## src/rtl/tmr_irq_pkg.sv

```systemverilog
package tmr_irq_pkg;
  localparam int unsigned NCH   = 32;
  localparam int unsigned NLINE = 3;
  localparam int unsigned AW    = 3;
  typedef enum logic [AW-1:0] {
    A_FLAG  = 3'd0,
    A_MASK  = 3'd1,
    A_MSET  = 3'd2,
    A_MCLR  = 3'd3,
    A_FCLR  = 3'd4
  } addr_e;
endpackage

```

## src/rtl/tmr_irq_regs.sv

```systemverilog
module tmr_irq_regs
  import tmr_irq_pkg::*;
#(
  parameter int unsigned N = NCH
) (
  input  logic          clk_i,
  input  logic          rst_ni,
  input  logic [N-1:0]  evt_i,
  input  logic [AW-1:0] addr_i,
  input  logic          we_i,
  input  logic [N-1:0]  wdata_i,
  output logic [N-1:0]  flag_o,
  output logic [N-1:0]  mask_o
);
  logic [N-1:0] mset, mclr, fclr;

  always_comb begin
    mset = '0;
    mclr = '0;
    fclr = '0;
    if (we_i) begin
      unique case (addr_i)
        A_MSET:  mset = wdata_i;
        A_MCLR:  mclr = wdata_i;
        A_FCLR:  fclr = wdata_i;
        default: ;
      endcase
    end
  end

  always_ff @(posedge clk_i or negedge rst_ni) begin
    if (!rst_ni) begin
      flag_o <= '0;
      mask_o <= '1;
    end else begin
      flag_o <= (flag_o & ~fclr) | evt_i; // event wins over clear
      mask_o <= (mask_o & ~mclr) | mset;
    end
  end

  AST_EVT_WINS: assert property (@(posedge clk_i) disable iff (!rst_ni)
    (evt_i != '0) |=> ((flag_o & $past(evt_i)) == $past(evt_i))) else $error("R4");
  AST_MASK_RESET: assert property (@(posedge clk_i)
    $rose(rst_ni) |-> (mask_o == '1)) else $error("R1");
  AST_FLAG_HOLD: assert property (@(posedge clk_i) disable iff (!rst_ni)
    (!we_i && evt_i == '0) |=> $stable(flag_o)) else $error("R3");
endmodule

```

## src/rtl/tmr_irq_route.sv

```systemverilog
module tmr_irq_route
  import tmr_irq_pkg::*;
#(
  parameter int unsigned N = NCH,
  parameter int unsigned L = NLINE
) (
  input  logic         clk_i,
  input  logic         rst_ni,
  input  logic         grp_sel_i,
  input  logic [N-1:0] pend_i,
  output logic [L-1:0] irq_o
);
  logic [L-1:0] line_d;

  always_comb begin
    line_d = '0;
    if (!grp_sel_i) begin
      line_d[0] = pend_i[0];
      line_d[1] = pend_i[1];
      line_d[2] = |pend_i[7:2];
    end else begin
      line_d[0] = pend_i[5];
      line_d[1] = |{pend_i[7:6], pend_i[4:0]};
    end
  end

  always_ff @(posedge clk_i or negedge rst_ni) begin
    if (!rst_ni) irq_o <= '0;
    else         irq_o <= line_d;
  end

  AST_GRP1_LINE2: assert property (@(posedge clk_i) disable iff (!rst_ni)
    $past(grp_sel_i) |-> !irq_o[2]) else $error("R7");
  AST_HIGH_IGNORED: assert property (@(posedge clk_i) disable iff (!rst_ni)
    (pend_i[7:0] == '0) |=> (irq_o == '0)) else $error("R8");
endmodule

```

## src/rtl/tmr_irq_ctrl.sv

```systemverilog
module tmr_irq_ctrl
  import tmr_irq_pkg::*;
(
  input  logic          clk_i,
  input  logic          rst_ni,
  input  logic          grp_sel_i,
  input  logic [31:0]   evt_i,
  input  logic [2:0]    addr_i,
  input  logic          we_i,
  input  logic [31:0]   wdata_i,
  output logic [31:0]   rdata_o,
  output logic [2:0]    irq_o
);
  logic [NCH-1:0] flag, mask, pend;

  tmr_irq_regs #(.N(NCH)) u_regs (
    .clk_i, .rst_ni, .evt_i, .addr_i, .we_i, .wdata_i,
    .flag_o(flag), .mask_o(mask)
  );

  assign pend = flag & ~mask;

  tmr_irq_route #(.N(NCH), .L(NLINE)) u_route (
    .clk_i, .rst_ni, .grp_sel_i, .pend_i(pend), .irq_o
  );

  always_comb begin
    unique case (addr_i)
      A_FLAG:  rdata_o = flag;
      A_MASK:  rdata_o = mask;
      default: rdata_o = '0;
    endcase
  end

  AST_MASKED_QUIET: assert property (@(posedge clk_i) disable iff (!rst_ni)
    (mask[7:0] == '1) |=> (irq_o == '0)) else $error("R5");
  AST_STROBE_RD0: assert property (@(posedge clk_i) disable iff (!rst_ni)
    (addr_i >= 3'd2) |-> (rdata_o == '0)) else $error("R9");
endmodule

```

## config.mk

```make
export PLATFORM = sky130hd
export DESIGN_NAME = tmr_irq_ctrl
export DESIGN_NICKNAME = d
export VERILOG_FILES = /design/src/rtl/tmr_irq_pkg.sv /design/src/rtl/tmr_irq_regs.sv /design/src/rtl/tmr_irq_route.sv /design/src/rtl/tmr_irq_ctrl.sv
export SDC_FILE = /design/constraint.sdc
export NUM_CORES = 1
export LEC_CHECK = 0
export BUFFER_PORTS_ARGS = -buffer_cell sky130_fd_sc_hd__clkbuf_2
export CAP_MARGIN = 20
export CORE_ASPECT_RATIO = 0.8
export CORE_MARGIN = 5
export CORE_UTILIZATION = 54
export DETAILED_ROUTE_END_ITERATION = 7
export GPL_ROUTABILITY_DRIVEN = 0
export GPL_TIMING_DRIVEN = 0
export PLACE_DENSITY = 0.91
export SLEW_MARGIN = 40
export SYNTH_ARGS = -nofsm -noshare
export SYNTH_HDL_FRONTEND = slang
export SYNTH_SLANG_ARGS = --single-unit
```

## constraint.sdc

```tcl
create_clock -name clk_i -period 2.6 [get_ports clk_i]
set_clock_uncertainty 0.15 [all_clocks]
set_input_delay 0.13 -clock clk_i [delete_from_list [all_inputs] [get_ports clk_i]]
set_output_delay 0.13 -clock clk_i [all_outputs]
set_load 0.03 [all_outputs]
```

# --- After elaboration in Yosys (flattened, before gate mapping) ---
# Cells that the tools add are included.
word_totals:
  register_bits: 67
  input_bits: 71
  out_inout_bits: 35
  wordCells: 27
op_classes:
  n_eq_ne: 4
  n_mux: 9
  n_bitwise: 8
  n_reduce_logical: 3
op_table:
  columns: ["operator", "count"]
  rows:
  - ["32-bit two-way mux", 6]
  - ["32-bit bitwise AND", 2]
  - ["32-bit inverter", 2]
  - ["32-bit bitwise OR", 2]
  - ["32-bit one-hot mux with 2 select lines", 1]
  - ["8-bit bitwise AND", 1]
  - ["8-bit inverter", 1]
  - ["7-bit OR reduction", 1]
  - ["3-bit by 2-bit equality test with 1-bit output (second input constant)", 2]
  - ["6-bit OR reduction", 1]
  - ["3-bit by 1-bit equality test with 1-bit output (second input constant)", 1]
  - ["3-bit equality test (second input constant)", 1]
  - ["3-bit logical NOT", 1]
  - ["2-bit two-way mux", 1]
  - ["1-bit two-way mux", 1]

# --- Longest topological paths before layout ---
logic_depth:
  depth_word: 6
  ltp_mapped: 5
  mapped_depth_nobuf: 3

# --- Hierarchy ---
# Synthesis repeated with hierarchy kept, for this count alone.
hier_totals:
  cells_unflattened: 393
  hier_area_um2: 3947.5
modules_own_cells:
  columns: ["mod", "n_inst", "cells_per_inst", "area_each_um2", "seq_area_each_um2"]
  rows:
  - ["tmr_irq_regs", 1, 278, 3098.0, 1641.6]
  - ["tmr_irq_ctrl", 1, 105, 733.2, 0.0]
  - ["tmr_irq_route", 1, 10, 116.4, 75.1]

# --- Worst setup path after synthesis ---
# Ideal clock, no wire load.
synth_timing:
  path_kind: "reg-to-reg"
  from: "register u_regs.mask_o[7]"
  to: "register u_route.irq_o[1]"
  setup_ns: 0.150
  arrival_ns: 1.030
  required_time_ns: 2.300
  setup_slack_ns: 1.270
  stages_incl_launch_ff: 4
  path_buffers: 0
  synth_period_minus_slack_ns: 1.330
  cell_sequence: "dfstp_2 inv_1 a222oi_1 a41oi_1"
synth_between:
  elab_chain_len: 4
synth_lines:
  columns: ["element", "line_no", "rtl"]
  rows:
  - ["start: declaration", "tmr_irq_regs.sv:13", "output logic [N-1:0] mask_o"]
  - ["start signal: assignment", "tmr_irq_regs.sv:37", "mask_o <= (mask_o & ~mclr) | mset;"]
  - ["8-bit inverter", "tmr_irq_ctrl.sv:21", "assign pend = flag & ~mask;"]
  - ["8-bit bitwise AND", "tmr_irq_ctrl.sv:21", null]
  - ["7-bit OR reduction", "tmr_irq_route.sv:23", "line_d[1] = |{pend_i[7:6], pend_i[4:0]};"]
  - ["2-bit two-way mux", "tmr_irq_route.sv:17", "if (!grp_sel_i) begin"]
  - ["via u_route.line_d[1]", "tmr_irq_route.sv:13", "logic [L-1:0] line_d;"]
  - ["end signal: assignment", "tmr_irq_route.sv:29", "else irq_o <= line_d;"]
  - ["end: declaration", "tmr_irq_route.sv:11", "output logic [L-1:0] irq_o"]
# The timed path passes the listed nets, and every way through them passes these cells.

# --- Worst setup path in the final report ---
layout_timing:
  from: "input addr_i[0]"
  to: "register u_regs.flag_o[3]"
layout_between:
  elab_chain_len: 6
layout_lines:
  columns: ["element", "line_no", "rtl"]
  rows:
  - ["start: declaration", "tmr_irq_ctrl.sv:8", "input logic [2:0] addr_i,"]
  - ["3-bit equality test", "tmr_irq_regs.sv:22", "unique case (addr_i)"]
  - ["32-bit two-way mux", "tmr_irq_regs.sv:22", null]
  - ["32-bit two-way mux", "tmr_irq_regs.sv:21", "if (we_i) begin"]
  - ["32-bit inverter", "tmr_irq_regs.sv:36", "flag_o <= (flag_o & ~fclr) | evt_i;"]
  - ["32-bit bitwise AND", "tmr_irq_regs.sv:36", null]
  - ["32-bit bitwise OR", "tmr_irq_regs.sv:36", null]
  - ["end signal: assignment", "tmr_irq_regs.sv:36", null]
  - ["end: declaration", "tmr_irq_regs.sv:12", "output logic [N-1:0] flag_o,"]
# Every way passes these cells.

==> run summary <==
The number of global-route vias before repair was 3927; the relative contribution of the clock network to total power was 30.4%. In the routed design, unresolved DRC markers number 0. After global routing the overflow that remains totals 0. The vias per cell was 6.16; the post-DP HPWL was 6.63 mm. For the final hold violation count, the log shows 0.

Setup repair after global routing left no endpoint under its margin. During placement, the flow inserted port buffers numbering 103. The cell area that synthesis handed to floorplanning was 0.00320 sq mm. For the diode insertion count for antenna repair, the log shows 0. The horizontal extent of the die is 96.1 um, and the net switching fraction of the power is 29.5%. Across all hold checks on the routed design, the worst slack comes to 0.146 ns. Clock-pin slew was measured on the worst setup and hold paths at 0.07 ns.

The number of H-tree levels was 3; the total placed cells including tap cells was 473. The worst hold path belongs to the class input pin to flop. Clock tree synthesis found a total of 67 sinks.

The run gives 23.3% as the part of the power in combinational logic. Initial DRC count: 305. In the synthesized netlist the async set-or-reset flop fraction comes to 100%. Counting every net in the synthesized netlist gives 360.

VDD sags by at most 314 uV. STA classifies the critical path endpoint as a flop. Setup violations remaining at the end of the flow were counted as 0. The synthesized area divided by synthesized cell count is 11.1 sq um, and the number of buffers on the longest clock path is 2.

Summed over all cells, the static leakage comes to 2.04 nW. The number of non-filler instances in the completed layout was 588. The tools report the number of cells produced by synthesis as 289. For the initial antenna violation count, the log shows 0.

The logs give 25 for the total number of placement rows and 2.67 ns for the required arrival time at the worst endpoint. The fraction of power consumed by sequential logic was 46.4%. Along the worst path, the maximum fanout reaches 10.

For this run, the register share of the synthesized area comes to 53.6%. The logs give 0 for the remaining antenna violation count and 2.26 ns for the data arrival time of the worst path. The logs give 106 for the number of I/O pins and 0.00199 W for the design internal power. The clock network latency to the later pin of the worst-skew pair came out at 0.34 ns. The final wirelength is 12.0 mm, and the pin slew with the least headroom to its limit is 0.584 ns. The first global-routing pass estimated 18.8 mm of wire. In this run the post-CTS setup repair buffer count came out at 0.

The number of clock buffers added by TritonCTS is 9. In this run the tightest slew margin relative to its limit is 61.0%. The run gives 3625 as the total vias in the final route. The worst setup path is launched from an input pin. TritonCTS built the clock tree.

The pin count of the biggest net entering global routing is 68. The summed negative setup slack over all endpoints was 0 ns; the wire length per cell after detailed routing was 20.4 um. The count of instances resized after the clock tree is built was 0; the max-cap violation count was 0. The cell sitting at the root of the clock tree is a clkbuf_8. The synthesized design contains 67 register bits.

The total power density per cell area was 563 mW/mm^2. The run finished with clean final reports. Counting flops with a built-in enable in the synthesized netlist gives 0. Among all flip-flop cells after synthesis, the most frequent one is dfrtp_1.

The signed area change from the synthesized netlist to the final layout was 56.3%. Once the floorplan was initialized, standard cells occupied 54.8% of the core. During synthesis, Yosys emitted a total of 0 warnings. Measured along the y axis, the die boundary spans 78.9 um. The pre-antenna-repair detailed-routing pass consisted of 5 iterations. The worst path needs 2.19 ns of the cycle, external delays included. The number of pins with negative max-slew slack in the final report was 0; the core outline area was 0.00585 sq mm. The tools report the overall track demand over capacity in global routing as 32.5%. The maximum clock frequency was 457 MHz; the share of final-layout standard cells stronger than drive strength 1 was 33.5%. The floorplan step defined a die boundary enclosing 0.00758 sq mm. The worst path uses 84.1% of the clock period. The worst setup path is of the input pin to flop kind.

For this design the total switching power over the nets is 0.000832 W. The number of nets in the final layout is 573. The tools report the count of distinct cell types in the synthesized netlist as 25.
state kept, by name (all words and copies together), names as in the netlist:
name,count
u_regs.mask_o,32
u_regs.flag_o,32
u_route.irq_o,3
cells in the final DEF, fill, tap and decap left out:
| master | count |
|---|---|
| o31ai_1 | 15 |
| a22o_1 | 32 |
| buf_6 | 3 |
| dfrtp_1 | 35 |
| buf_1 | 1 |
| a21oi_1 | 1 |
| a31oi_1 | 14 |
| dlygate4sd3_1 | 99 |
| nand2b_1 | 4 |
| a21o_1 | 32 |
| nand3_1 | 36 |
| nor3_2 | 1 |
| clkbuf_2 | 102 |
| a222oi_1 | 1 |
| nor3b_4 | 1 |
| a41oi_1 | 14 |
| inv_1 | 4 |
| nor3b_2 | 1 |
| clkbuf_1 | 11 |
| nor2b_1 | 2 |
| nand2_1 | 15 |
| buf_4 | 7 |
| clkbuf_8 | 11 |
| and2b_1 | 1 |
| dfstp_2 | 32 |
| buf_2 | 10 |
| clkinv_2 | 1 |
| bufinv_16 | 1 |
| mux2i_1 | 5 |
| o21ai_0 | 15 |
cell usage after synthesis (2+ instances only):
cell type | instances | share of area [%]
a21o_1 | 32 | 7.5
a22o_1 | 32 | 8.7
a31oi_1 | 14 | 2.7
a41oi_1 | 14 | 3.8
buf_2 | 10 | 1.6
buf_4 | 7 | 1.6
buf_6 | 3 | 1.1
clkbuf_1 | 7 | 0.82
dfrtp_1 | 35 | 27
dfstp_2 | 32 | 26
inv_1 | 4 | 0.47
mux2i_1 | 5 | 1.6
nand2_1 | 15 | 1.8
nand2b_1 | 4 | 0.78
nand3_1 | 36 | 5.6
nor2b_1 | 2 | 0.39
o21ai_0 | 15 | 2.3
o31ai_1 | 15 | 3.5
worst max-delay path, cell delays in order:
cell	delay, ns
dlygate4sd3_1	0.54
buf_4	0.17
nor3b_4	0.34
buf_6	0.21
nand3_1	0.10
a21o_1	0.20
dlygate4sd3_1	0.57
worst paths after layout:
kind                                              from                     endpoint  slack [ns]  cells after the start
setup / recovery                             addr_i[0]   u_regs.flag_o[3]$_DFF_PN0_        0.41                      7
hold / removal                                    we_i  u_regs.mask_o[31]$_DFF_PN1_        0.15                      4
setup reg to reg            u_regs.mask_o[7]$_DFF_PN1_   u_route.irq_o[1]$_DFF_PN0_        0.99                      3
hold reg to reg            u_regs.mask_o[19]$_DFF_PN1_  u_regs.mask_o[19]$_DFF_PN1_        0.35                      2
max in group asynchronous                       rst_ni   u_regs.mask_o[6]$_DFF_PN1_        1.72                      2
min in group asynchronous                       rst_ni  u_regs.flag_o[19]$_DFF_PN0_        0.19                      2
logic make-up (layout without fill, tap and decap cells):
family,Yosys count,count (layout),share of synthesized area (%)
multiplexers,5,5,1.56
flip-flops,67,67,53.6
buffers and inverters,32,250,5.66
AO/OA/AOI/OAI,124,124,29.1
AND/OR/NAND/NOR,61,61,10.1
metrics by stage:
| stage | setup slack [ns] | area (sq um) | total power (W) | util (%) |
|---|---|---|---|---|
| 2_1_floorplan | 1.27 | 3200 | 0.00164 | - |
| 3_3_place_gp | 0.834 | 3820 | 0.00181 | 65.3 |
| 3_5_place_dp | 1.04 | 3830 | 0.00184 | 65.5 |
| 4_1_cts | 0.456 | 5010 | 0.00278 | 85.6 |
| 5_1_grt | 0.336 | 5010 | 0.00292 | 85.6 |
| 6_report | 0.413 | 5010 | 0.00282 | 85.6 |
per-layer routing:
| layer | up-vias | routed length (um) | GRT usage, % |
|---|---|---|---|
| met5 | - | 0 | 0 |
| met2 | 259 | 6180 | 57.5 |
| li1 | 1537 | - | - |
| met4 | 0 | 404 | 12.8 |
| met1 | 1778 | 4230 | 36.3 |
| met3 | 51 | 1180 | 9.38 |
power by group through the flow:
stage / Combinational [W] / Clock (W) / Sequential (W)
after floorplan: 0.000325 / 0 / 0.00131
after CTS: 0.000626 / 0.000851 / 0.00130
final: 0.000656 / 0.000857 / 0.00131
after global placement: 0.000504 / 0 / 0.00131
after detailed placement: 0.000528 / 0 / 0.00131
after global routing: 0.000700 / 0.000902 / 0.00132
repair_timing:
| item | CTS | global route |
|---|---|---|
| hold buffers | 99 | 0 |
| setup endpoints to repair | 0 | 0 |
| endpoints found under the hold margin | 123 | 0 |
final cells by class:
cell class                      instances  area, sq um
Timing Repair Buffer                  202         1520
Clock buffer                           14          153
Multi-Input combinational cell        190         1310
Tap cell                               81          101
Buffer                                 28          166
Inverter                                4         15.0
Sequential cell                        67         1720
Clock inverter                          2         35.0
Fill cell                             307          841
Note: power is estimated with default switching activity, not from simulation.
